--- src/rtl/rsp_dec_pkg.sv ---
package rsp_dec_pkg;

    localparam int RSP_W    = 48;
    localparam int STAT_W   = 32;
    localparam int CODE_W   = 5;
    localparam int CHAIN_HI = 31;
    localparam int CHAIN_LO = 16;
    localparam int LOCK_BIT = 25;
    localparam int CHECK_LO = 13;

    typedef enum logic [CODE_W-1:0] {
        E_NONE     = 5'd0,
        E_TIMEOUT  = 5'd1,
        E_CRC      = 5'd2,
        E_RANGE    = 5'd3,
        E_ADDR     = 5'd4,
        E_BLKLEN   = 5'd5,
        E_ERASESEQ = 5'd6,
        E_ERASEPRM = 5'd7,
        E_WPROT    = 5'd8,
        E_LOCKFAIL = 5'd9,
        E_CMDCRC   = 5'd10,
        E_ILLEGAL  = 5'd11,
        E_ECC      = 5'd12,
        E_CTRL     = 5'd13,
        E_GENERAL  = 5'd14,
        E_UNDERRUN = 5'd15,
        E_OVERRUN  = 5'd16,
        E_REGOVWR  = 5'd17,
        E_HEADER   = 5'd18
    } err_code_t;

    // Code of a chain bit: counted down from the top, the locked bit leaves a gap
    function automatic err_code_t chain_code(input int bitpos);
        int idx;
        idx = CHAIN_HI - bitpos;
        if (bitpos < LOCK_BIT) idx = idx - 1;
        return err_code_t'(int'(E_RANGE) + idx);
    endfunction

endpackage

--- src/rtl/rsp_field_split.sv ---
module rsp_field_split
    import rsp_dec_pkg::*;
(
    input  logic [RSP_W-1:0]  rsp,
    input  logic              addr_mode,
    output logic [STAT_W-1:0] status,
    output logic [7:0]        hdr_byte,
    output logic [31:0]       rca_word
);
    logic [7:0] b1, b2, b3, b4;

    assign hdr_byte = rsp[47:40];
    assign b1       = rsp[39:32];
    assign b2       = rsp[31:24];
    assign b3       = rsp[23:16];
    assign b4       = rsp[15:8];

    always_comb begin
        if (addr_mode) begin
            status   = {16'h0000, b3, b4};
            rca_word = {b1, b2, 16'h0000};
        end else begin
            status   = {b1, b2, b3, b4};
            rca_word = 32'h0000_0000;
        end
    end
endmodule

--- src/rtl/rsp_err_chain.sv ---
module rsp_err_chain
    import rsp_dec_pkg::*;
(
    input  logic [STAT_W-1:0] status,
    input  logic              hdr_ok,
    output err_code_t         code
);
    logic [CHAIN_HI:CHAIN_LO] hit;
    logic                     check_en;
    err_code_t                chain_res;

    genvar g;
    generate
        for (g = CHAIN_LO; g <= CHAIN_HI; g++) begin : g_hit
            if (g == LOCK_BIT) begin : g_skip
                assign hit[g] = 1'b0;
            end else begin : g_take
                assign hit[g] = status[g];
            end
        end
    endgenerate

    assign check_en = |status[STAT_W-1:CHECK_LO];

    // Lowest priority first, so the highest set bit is the last to assign
    always_comb begin
        chain_res = E_NONE;
        for (int b = CHAIN_LO; b <= CHAIN_HI; b++) begin
            if (hit[b]) chain_res = chain_code(b);
        end
    end

    always_comb begin
        if (check_en && chain_res != E_NONE) code = chain_res;
        else if (!hdr_ok)                    code = E_HEADER;
        else                                 code = E_NONE;
    end
endmodule

--- src/rtl/rsp_status_decode.sv ---
module rsp_status_decode
    import rsp_dec_pkg::*;
(
    input  logic              clk,
    input  logic              rst_n,
    input  logic              in_strobe,
    input  logic [RSP_W-1:0]  rsp_bytes,
    input  logic [5:0]        issued_cmd,
    input  logic              is_r6,
    input  logic [1:0]        upstream_err,
    output logic              out_valid,
    output logic [CODE_W-1:0] err_code,
    output logic [3:0]        card_state,
    output logic              rdy_data,
    output logic [31:0]       rca_arg
);
    typedef enum logic {ST_IDLE, ST_SHOW} dec_state_t;

    dec_state_t        state_q, state_d;
    logic [STAT_W-1:0] status_w;
    logic [7:0]        hdr_w;
    logic [31:0]       rca_w;
    err_code_t         chain_w;
    err_code_t         code_d;
    logic [3:0]        cstate_d;
    logic              rdy_d;
    logic [31:0]       rca_d;

    rsp_field_split u_split (
        .rsp       (rsp_bytes),
        .addr_mode (is_r6),
        .status    (status_w),
        .hdr_byte  (hdr_w),
        .rca_word  (rca_w)
    );

    rsp_err_chain u_chain (
        .status (status_w),
        .hdr_ok (hdr_w == {2'b00, issued_cmd}),
        .code   (chain_w)
    );

    // Upstream faults bypass decoding entirely
    always_comb begin
        if (upstream_err[0] || upstream_err[1]) begin
            code_d   = upstream_err[0] ? E_TIMEOUT : E_CRC;
            cstate_d = 4'h0;
            rdy_d    = 1'b0;
            rca_d    = 32'h0;
        end else begin
            code_d   = chain_w;
            cstate_d = status_w[12:9];
            rdy_d    = status_w[8];
            rca_d    = rca_w;
        end
    end

    always_ff @(posedge clk or negedge rst_n) begin
        if (!rst_n) state_q <= ST_IDLE;
        else        state_q <= state_d;
    end

    always_comb begin
        state_d = state_q;
        unique case (state_q)
            ST_IDLE: if (in_strobe) state_d = ST_SHOW;
            ST_SHOW: if (!in_strobe) state_d = ST_IDLE;
            default: state_d = ST_IDLE;
        endcase
    end

    always_ff @(posedge clk or negedge rst_n) begin
        if (!rst_n) begin
            err_code   <= '0;
            card_state <= '0;
            rdy_data   <= 1'b0;
            rca_arg    <= '0;
        end else if (in_strobe) begin
            err_code   <= code_d;
            card_state <= cstate_d;
            rdy_data   <= rdy_d;
            rca_arg    <= rca_d;
        end
    end

    assign out_valid = (state_q == ST_SHOW);
endmodule

--- config.mk ---
export PLATFORM = sky130hd
export DESIGN_NAME = rsp_status_decode
export DESIGN_NICKNAME = d
export VERILOG_FILES = /design/src/rtl/rsp_dec_pkg.sv /design/src/rtl/rsp_field_split.sv /design/src/rtl/rsp_err_chain.sv /design/src/rtl/rsp_status_decode.sv
export SDC_FILE = /design/constraint.sdc
export NUM_CORES = 1
export LEC_CHECK = 0
export BUFFER_PORTS_ARGS = -buffer_cell sky130_fd_sc_hd__buf_2
export CORE_ASPECT_RATIO = 0.9
export CORE_UTILIZATION = 35
export DETAILED_ROUTE_END_ITERATION = 16
export PLACE_DENSITY_LB_ADDON = 0.12
export SKIP_CTS_REPAIR_TIMING = 1
export SYNTH_ARGS = -nofsm -noshare
export SYNTH_HDL_FRONTEND = slang
export SYNTH_SLANG_ARGS = --single-unit
--- constraint.sdc ---
create_clock -name clk -period 2.4 [get_ports clk]
set_clock_uncertainty 0.2 [all_clocks]
set_input_delay 0 -clock clk [delete_from_list [all_inputs] [get_ports clk]]
set_output_delay 0 -clock clk [all_outputs]
set_load 0.01 [all_outputs]
# Word-level counts from Yosys, hierarchy flattened
# Cells that the tools add are included.
# word_totals
in_bits,60
ff_bits,43
output_inout_bits,43
elab_cells,53
# classes
n_mux,34
eq_ne,1
add_sub_neg,9
n_reduce_logical,4
# op_table
op,n
5-bit two-way mux,27
32-bit two-way mux,3
"3-bit by 5-bit adder with 5-bit output, first input constant",9
19-bit OR reduction,1
8-bit by 6-bit == test with 1-bit output,1
5-bit nonzero test,1
4-bit two-way mux,1
1-bit two-way mux,2
2-bit two-way mux,1
1-bit logical AND,1
1-bit logical OR,1

# Depth between registers and ports, before layout
# Gate-level depths: netlist (run 1).
# depth
depth_word,22
mapped_depth,6
depth_no_buf,5

# By module
# A second synthesis (run 1) with hierarchy kept.
# hier_totals
hier_cells,293
area_unflattened_um2,2477.4
# by_module_without_submodules
module,cells_per_inst,seq_area_each_um2,instances,area_each_um2
rsp_status_decode,188,1076.0,1,1765.4
rsp_field_split,76,0.0,1,520.5
rsp_err_chain,29,0.0,1,191.4

# Least setup slack after synthesis (run 1)
# Ideal clock, no wire load.
# synth_path
path_kind,input port to flip-flop
startpoint,in is_r6
endpoint,reg err_code[0]
setup_time_ps,65
path_stages,5
required_ps,2135
arrival_time_ps,851
n_path_buf,1
slack_ps,1284
path_cell_list,buf_2 > a2111oi_4 > o221ai_1 > a21oi_1 > o22a_1
# synth_via
elab_chain_len,20
elab_cells_between_ends,21
classes_between,18 x mux; 3 x reduce/logical
# synth_lines
item,line_no,source
start: declaration,rsp_status_decode.sv:9,"input logic is_r6,"
32-bit two-way mux (*),rsp_field_split.sv:19,if (addr_mode) begin
5-bit two-way mux (15 in a row),rsp_err_chain.sv:29,if (hit[b]) chain_res = chain_code(b);
5-bit nonzero test,rsp_err_chain.sv:34,if (check_en && chain_res != E_NONE) code = chain_res;
1-bit logical AND,rsp_err_chain.sv:34,
5-bit two-way mux (*),rsp_err_chain.sv:34,
5-bit two-way mux (*),rsp_status_decode.sv:45,if (upstream_err[0] || upstream_err[1]) begin
end signal: assignment,rsp_status_decode.sv:79,err_code <= code_d;
end: declaration,rsp_status_decode.sv:12,"output logic [CODE_W-1:0] err_code,"
# Mark *: on every way between the ends. The rest lies on a longest branch, timed or not.
# A chain may end at the register's enable or synchronous reset.

# Final worst setup path (run 1)
# layout_path
startpoint,in upstream_err[1]
endpoint,reg card_state[0]
# layout_via
elab_chain_len,2
# layout_lines
item,line_no,source
start: declaration,rsp_status_decode.sv:10,"input logic [1:0] upstream_err,"
1-bit logical OR,rsp_status_decode.sv:45,
4-bit two-way mux,rsp_status_decode.sv:45,
end signal: assignment,rsp_status_decode.sv:80,card_state <= cstate_d;
end: declaration,rsp_status_decode.sv:13,"output logic [3:0] card_state,"
# No other way between the ends.

==> results of run 1 <==
-- layer usage --
metal	up-vias	track usage, %
li1	653	-
met1	621	21.4
met3	5	2.76
met5	-	0
met4	0	4.59
met2	59	24.9
-- path summary, 6_finish.rpt --
path / slack, ns / startpoint / cells after the start / endpoint
max reg2reg: 0.99 / card_state[0]$_DFFE_PN0P_ / 3 / card_state[0]$_DFFE_PN0P_
max: 0.06 / upstream_err[1] / 7 / card_state[0]$_DFFE_PN0P_
min: -0.04 / rsp_bytes[46] / 5 / err_code[4]$_DFFE_PN0P_
min reg2reg: 0.30 / rca_arg[24]$_DFFE_PN0P_ / 1 / rca_arg[24]$_DFFE_PN0P_
min in group asynchronous: 0.05 / rst_n / 2 / rca_arg[20]$_DFFE_PN0P_
max in group asynchronous: 1.55 / rst_n / 2 / out_valid$_DFF_PN0_
-- cell families (layout without fill, tap and decap cells) --
logic type / after synthesis / in the layout / synth area share (%)
flip-flops: 27 / 27 / 47.9
other: 1 / 16 / 0.266
AO/OA/AOI/OAI: 39 / 39 / 22.5
XOR/XNOR: 6 / 6 / 3.73
buffers and inverters: 29 / 110 / 12.3
AND/OR/NAND/NOR: 36 / 36 / 13.2
-- through the flow --
step / area (sq um) / std cells / util, % / hold WS [ns] / setup slack [ns]
floorplan: 1470 / 153 / - / -0.496 / 1.28
global placement: 1720 / 245 / 45.3 / -0.173 / 0.982
detailed placement: 1720 / 245 / 45.3 / -0.156 / 0.953
CTS: 1760 / 249 / 46.6 / -0.456 / 1.24
global route: 2070 / 280 / 54.8 / 0.0196 / -0.0396
finish: 2070 / 280 / 54.8 / -0.0411 / 0.0620
-- flip-flops by register name, indices dropped and copies added, names as in the netlist --
register    flops
rca_arg        16
err_code        5
card_state      4
out_valid       1
rdy_data        1
-- synth_stat cells, drive strengths merged --
cell,number
o2bb2ai,1
a22o,17
nand2,5
o221ai,1
dfrtp,27
o22a,1
conb,1
nand2b,2
inv,8
buf,19
a21oi,5
nor2b,2
a32oi,2
xnor2,2
nor2,13
nor3,6
a41o,1
a2111oi,1
nand4,1
nand3b,1
xor2,4
clkbuf,2
o21ai,7
o311ai,1
nand3,5
a32o,1
nor4,1
a41oi,1
-- critical path: stages --
cell and delay (ns):
dlygate4sd3_1 0.53, buf_2 0.16, nor2_1 0.30, nand3_1 0.11, dlygate4sd3_1 0.56, o21ai_1 0.10
dlygate4sd3_1 0.58
-- power by group through the flow --
stage | Sequential, mW | Clock [mW] | Combinational [mW]
after floorplan | 0.505 | 0 | 0.0963
after global placement | 0.494 | 0 | 0.171
after detailed placement | 0.495 | 0 | 0.175
after CTS | 0.486 | 0.264 | 0.175
after global routing | 0.488 | 0.277 | 0.234
final | 0.486 | 0.255 | 0.211
-- area by class of cell --
| cell class | count | area [sq um] | area share (%) |
|---|---|---|---|
| clock inverter | 1 | 5.00 | 0.242 |
| tap | 46 | 57.6 | 2.78 |
| sequential | 27 | 676 | 32.6 |
| timing repair buffer | 98 | 646 | 31.2 |
| multi-input combinational | 97 | 617 | 29.8 |
| clock buffer | 3 | 41.3 | 1.99 |
| inverter | 8 | 30.0 | 1.45 |
==> results.py, run 1 <==
metrics = {
    "placement": {
        "hpwl_microns": 2470,
        "io_buffers": 67,
        "place_congestion": 0.729,
    },
    "finish": {
        "fin_nets": 295,
        "fillCellCount": 360,
        "syn2layout_area_growth_pct": 46.9,
        "drive_gt1_share_pct": 32.1,
        "final_cell_mix": "buf_2 (67), dlygate4sd3_1 (31), dfrtp_1 (27), a22o_1 (17), conb_1 (16)",
        "final_common_cell": "buf_2",
        "n_antenna_cell": 0,
    },
    "floorplanning": {
        "start_util_pct": 37.3,
        "chipWidth_microns": 68.9,
        "fp-row-count": 21,
        "ios": 103,
        "coreArea_sq_um": 3780,
        "design.die.area_sq_um": 4290,
        "fp.dieH_microns": 62.2,
    },
    "clock_tree": {
        "clk_pin_slew_ns": 0.09,
        "clk-insertion-delay-late_ns": 0.27,
        "cts_inserted_buffers": 3,
        "cts_sinks": 27,
        "cts_max_level": 1,
        "cts_buffer_depth": 2,
        "root_buffer": "clkbuf_8",
        "cts_tree": "built",
    },
    "critical_path": {
        "worstSetupPathType": "primary input to register",
        "cp.required_ns": 2.40,
        "startpoint_type": "primary input",
        "critical_path.max_fanout": 5,
        "setup.worst_path.end_class": "register",
        "cp.arrival_ns": 2.34,
    },
    "route": {
        "route.met3.wl_microns": 201,
        "wl_met2_microns": 1650,
        "num_vias": 1338,
        "wirelength_microns": 3560,
        "drt_first_pass_iters": 4,
        "ant_nets": 0,
        "drtIter0Drc": 34,
        "met1_length_microns": 1670,
        "vias_per_cell": 4.78,
        "drc_errors": 0,
        "top_layer_used": "met4",
        "wl_per_cell_microns": 12.7,
    },
    "timing": {
        "fin_crit_sh_pct": 97.4,
        "hold_viol": 1,
        "timing.slew.headroom_pct": 56.0,
        "maxSlewViolCount": 0,
        "fin_tns_setup_ns": 0,
        "whs_ns": -0.0411,
        "fin_crit_ns": 2.34,
        "tightest_slew_ns": 0.659,
        "finalSetupViolations": 0,
        "maxClockFrequency_ghz": 0.428,
    },
    "pwr": {
        "finalPower_mw": 0.951,
        "p_comb_share_pct": 22.2,
        "p_leak_nw": 1.06,
        "p_sw_share_pct": 27.2,
        "vdd_ir_drop_max_v": 0.000233,
        "internal_power_mw": 0.692,
        "power_density_nw_per_um2": 459,
        "clkPwrFrac_pct": 26.8,
        "power.switching_mw": 0.259,
        "seq_power_share_pct": 51.1,
    },
    "global_route": {
        "track_usage_pct": 15.7,
        "grt_max_degree": 28,
        "first_global_vias": 1133,
        "overflow": 0,
        "antenna_found_initial": 0,
        "grt_pass1_wl_microns": 5190,
    },
    "logic_synthesis": {
        "ys_top_cells_by_area": "dfrtp_1 (48%), a22o_1 (11%), buf_4 (9.1%), nor2_1 (3.5%), xor2_1 (2.5%)",
        "syn_area_sq_um": 1410,
        "synth-seq-cells": 27,
        "syn-mean-instance-area_sq_um": 10.2,
        "yosysUniqueCellTypes": 34,
        "yosysSeqAreaShare_pct": 47.9,
        "yosysWarnings": 0,
        "yosys.area.top_type": "dfrtp_1",
        "yosys.area.top_type_share_pct": 47.9,
        "synth_cells": 138,
    },
    "outcome": {
        "status": "finished, violations left",
        "violations": "negative hold slack",
    },
    "run": {
        "cap_violations": 0,
    },
    "min_path": {
        "hold_path.class": "primary input to register",
    },
}
Note: power is estimated with default switching activity, not from simulation.
==> run 2: changes to the inputs <==
--- a/config.mk
+++ b/config.mk
@@ -7,7 +7,7 @@
 export LEC_CHECK = 0
 export BUFFER_PORTS_ARGS = -buffer_cell sky130_fd_sc_hd__buf_2
 export CORE_ASPECT_RATIO = 0.9
-export CORE_UTILIZATION = 35
+export CORE_UTILIZATION = 30
 export DETAILED_ROUTE_END_ITERATION = 16
 export PLACE_DENSITY_LB_ADDON = 0.12
 export SKIP_CTS_REPAIR_TIMING = 1
==> results.py, run 2 (synthesized netlist as in run 1, its figures left out) <==
metrics = {
    "finish": {
        "design_area_sq_um": 2090,
        "top_register": "rca_arg",
        "regArea_sq_um": 676,
        "final_common_cell": "buf_2",
        "multi_input_area_sq_um": 617,
        "n_antenna_cell": 0,
        "fin_nets": 295,
        "final_cell_mix": "buf_2 (67), dlygate4sd3_1 (31), dfrtp_1 (27), a22o_1 (17), conb_1 (16)",
        "drive_gt1_share_pct": 31.6,
        "syn2layout_area_growth_pct": 48.3,
        "largest_register_ffs": 16,
        "fillCellCount": 444,
        "biggestRegsByFlops": "rca_arg: 16 flops, err_code: 5 flops, card_state: 4 flops",
    },
    "outcome": {
        "violations": "negative hold slack",
        "status": "finished, violations left",
    },
    "critical_path": {
        "critPathCapture": "rdy_data$_DFFE_PN0P_",
        "critical_path.reg2reg.endpoint": "rdy_data$_DFFE_PN0P_",
        "startpoint_type": "primary input",
        "cp-startpoint": "upstream_err[1]",
        "r2r_start": "rdy_data$_DFFE_PN0P_",
        "critical_path.max_fanout": 5,
        "ff2ff_setup_slack_ns": 1.04,
        "cp.arrival_ns": 2.30,
        "setup.worst_path.end_class": "register",
        "ff2ff_path_depth": 3,
        "cp.required_ns": 2.41,
        "worstSetupPathType": "primary input to register",
    },
    "clock_tree": {
        "cts_tree": "built",
        "root_buffer": "clkbuf_8",
        "clk_pin_slew_ns": 0.09,
        "cts_buffer_depth": 2,
        "cts_max_level": 1,
        "cts_sinks": 27,
        "cts_inserted_buffers": 3,
        "clk-insertion-delay-late_ns": 0.27,
    },
    "timing": {
        "maxSlewViolCount": 0,
        "fin_crit_sh_pct": 95.3,
        "timing.slew.headroom_pct": 55.7,
        "maxClockFrequency_ghz": 0.437,
        "tightest_slew_ns": 0.663,
        "rsz0062_at_grt": "false",
        "fin_tns_setup_ns": 0,
        "fin_crit_ns": 2.29,
        "finalSetupViolations": 0,
        "whs_ns": -0.0192,
        "hold_viol": 1,
    },
    "route": {
        "drtIter0Drc": 61,
        "vias_per_cell": 4.51,
        "num_vias": 1335,
        "drc_errors": 0,
        "ant_nets": 0,
        "wl_per_cell_microns": 12.2,
        "drt_first_pass_iters": 4,
        "wirelength_microns": 3620,
    },
    "run": {
        "cap_violations": 0,
    },
    "floorplanning": {
        "start_util_pct": 31.4,
        "ios": 103,
        "fp.dieH_microns": 67.0,
        "chipWidth_microns": 74.3,
        "fp-row-count": 23,
        "design.die.area_sq_um": 4980,
        "coreArea_sq_um": 4490,
    },
    "placement": {
        "place_congestion": 0.728,
        "place_area_sq_um": 1740,
        "io_buffers": 67,
        "hpwl_microns": 2590,
    },
    "pwr": {
        "vdd_ir_drop_max_v": 0.000203,
        "p_leak_nw": 1.06,
        "power_density_nw_per_um2": 455,
    },
    "global_route": {
        "grt_max_degree": 28,
        "track_usage_pct": 13.0,
        "antenna_found_initial": 0,
        "first_global_vias": 1048,
        "overflow": 0,
        "grt_pass1_wl_microns": 4860,
    },
    "min_path": {
        "hold_path.class": "primary input to register",
    },
}
==> run 2: cell count changes in the layout (fill, tap and decap cells not counted), sizes merged <==
| cell | change |
|---|---|
| clkbuf | +1 |
| clkinv | -1 |
==> run 2: final cells by class <==
class                           count  area share, %
Clock buffer                        4           2.15
Tap cell                           62           3.71
Sequential cell                    27           32.3
Multi-Input combinational cell     97           29.5
Timing Repair Buffer               98           30.9
Inverter                            8           1.44
==> run 2: power breakdown <==
group | leakage (nW) | internal, mW | switching (mW) | total (mW)
registers | 0.363 | 0.475 | 0.0112 | 0.486
logic | 0.671 | 0.101 | 0.110 | 0.211
clock network | 0.0228 | 0.119 | 0.135 | 0.254
==> run 2: worst min-delay path by stage <==
stage / cells past startpoint / start / slack (ns) / to
finish: 5 / rsp_bytes[46] / -0.02 / err_code[4]$_DFFE_PN0P_
global route: 5 / rsp_bytes[43] / 0.03 / err_code[4]$_DFFE_PN0P_
CTS: 1 / rst_n / -0.45 / rdy_data$_DFFE_PN0P_
detailed placement: 1 / rst_n / -0.15 / rdy_data$_DFFE_PN0P_
global placement: 1 / rst_n / -0.17 / rdy_data$_DFFE_PN0P_
floorplan: 0 / rst_n / -0.50 / card_state[0]$_DFFE_PN0P_
==> run 2: per-stage QoR <==
stage	total power, mW	setup slack (ns)	utilization [%]	std cells	hold slack, ns
finish	0.951	0.112	46.6	296	-0.0192
global route	0.996	0.0194	46.6	296	0.0337
CTS	0.927	1.22	39.7	265	-0.448
detailed placement	0.670	0.938	38.7	261	-0.149
global placement	0.666	0.974	38.7	261	-0.167
floorplan	0.601	1.28	-	153	-0.496
==> run 2: worst max-delay path, stage by stage <==
cell and delay, ns:
dlygate4sd3_1 0.54, buf_2 0.16, nor2_1 0.25, nand3_1 0.13
dlygate4sd3_1 0.58, o21ai_1 0.08, dlygate4sd3_1 0.55
==> run 2: metal layers <==
metal  track usage, %  part of all wire, %
met2             19.8                   46
met5                0                    0
met4             6.13                  1.2
met1             17.8                   48
met3             2.27                  5.3
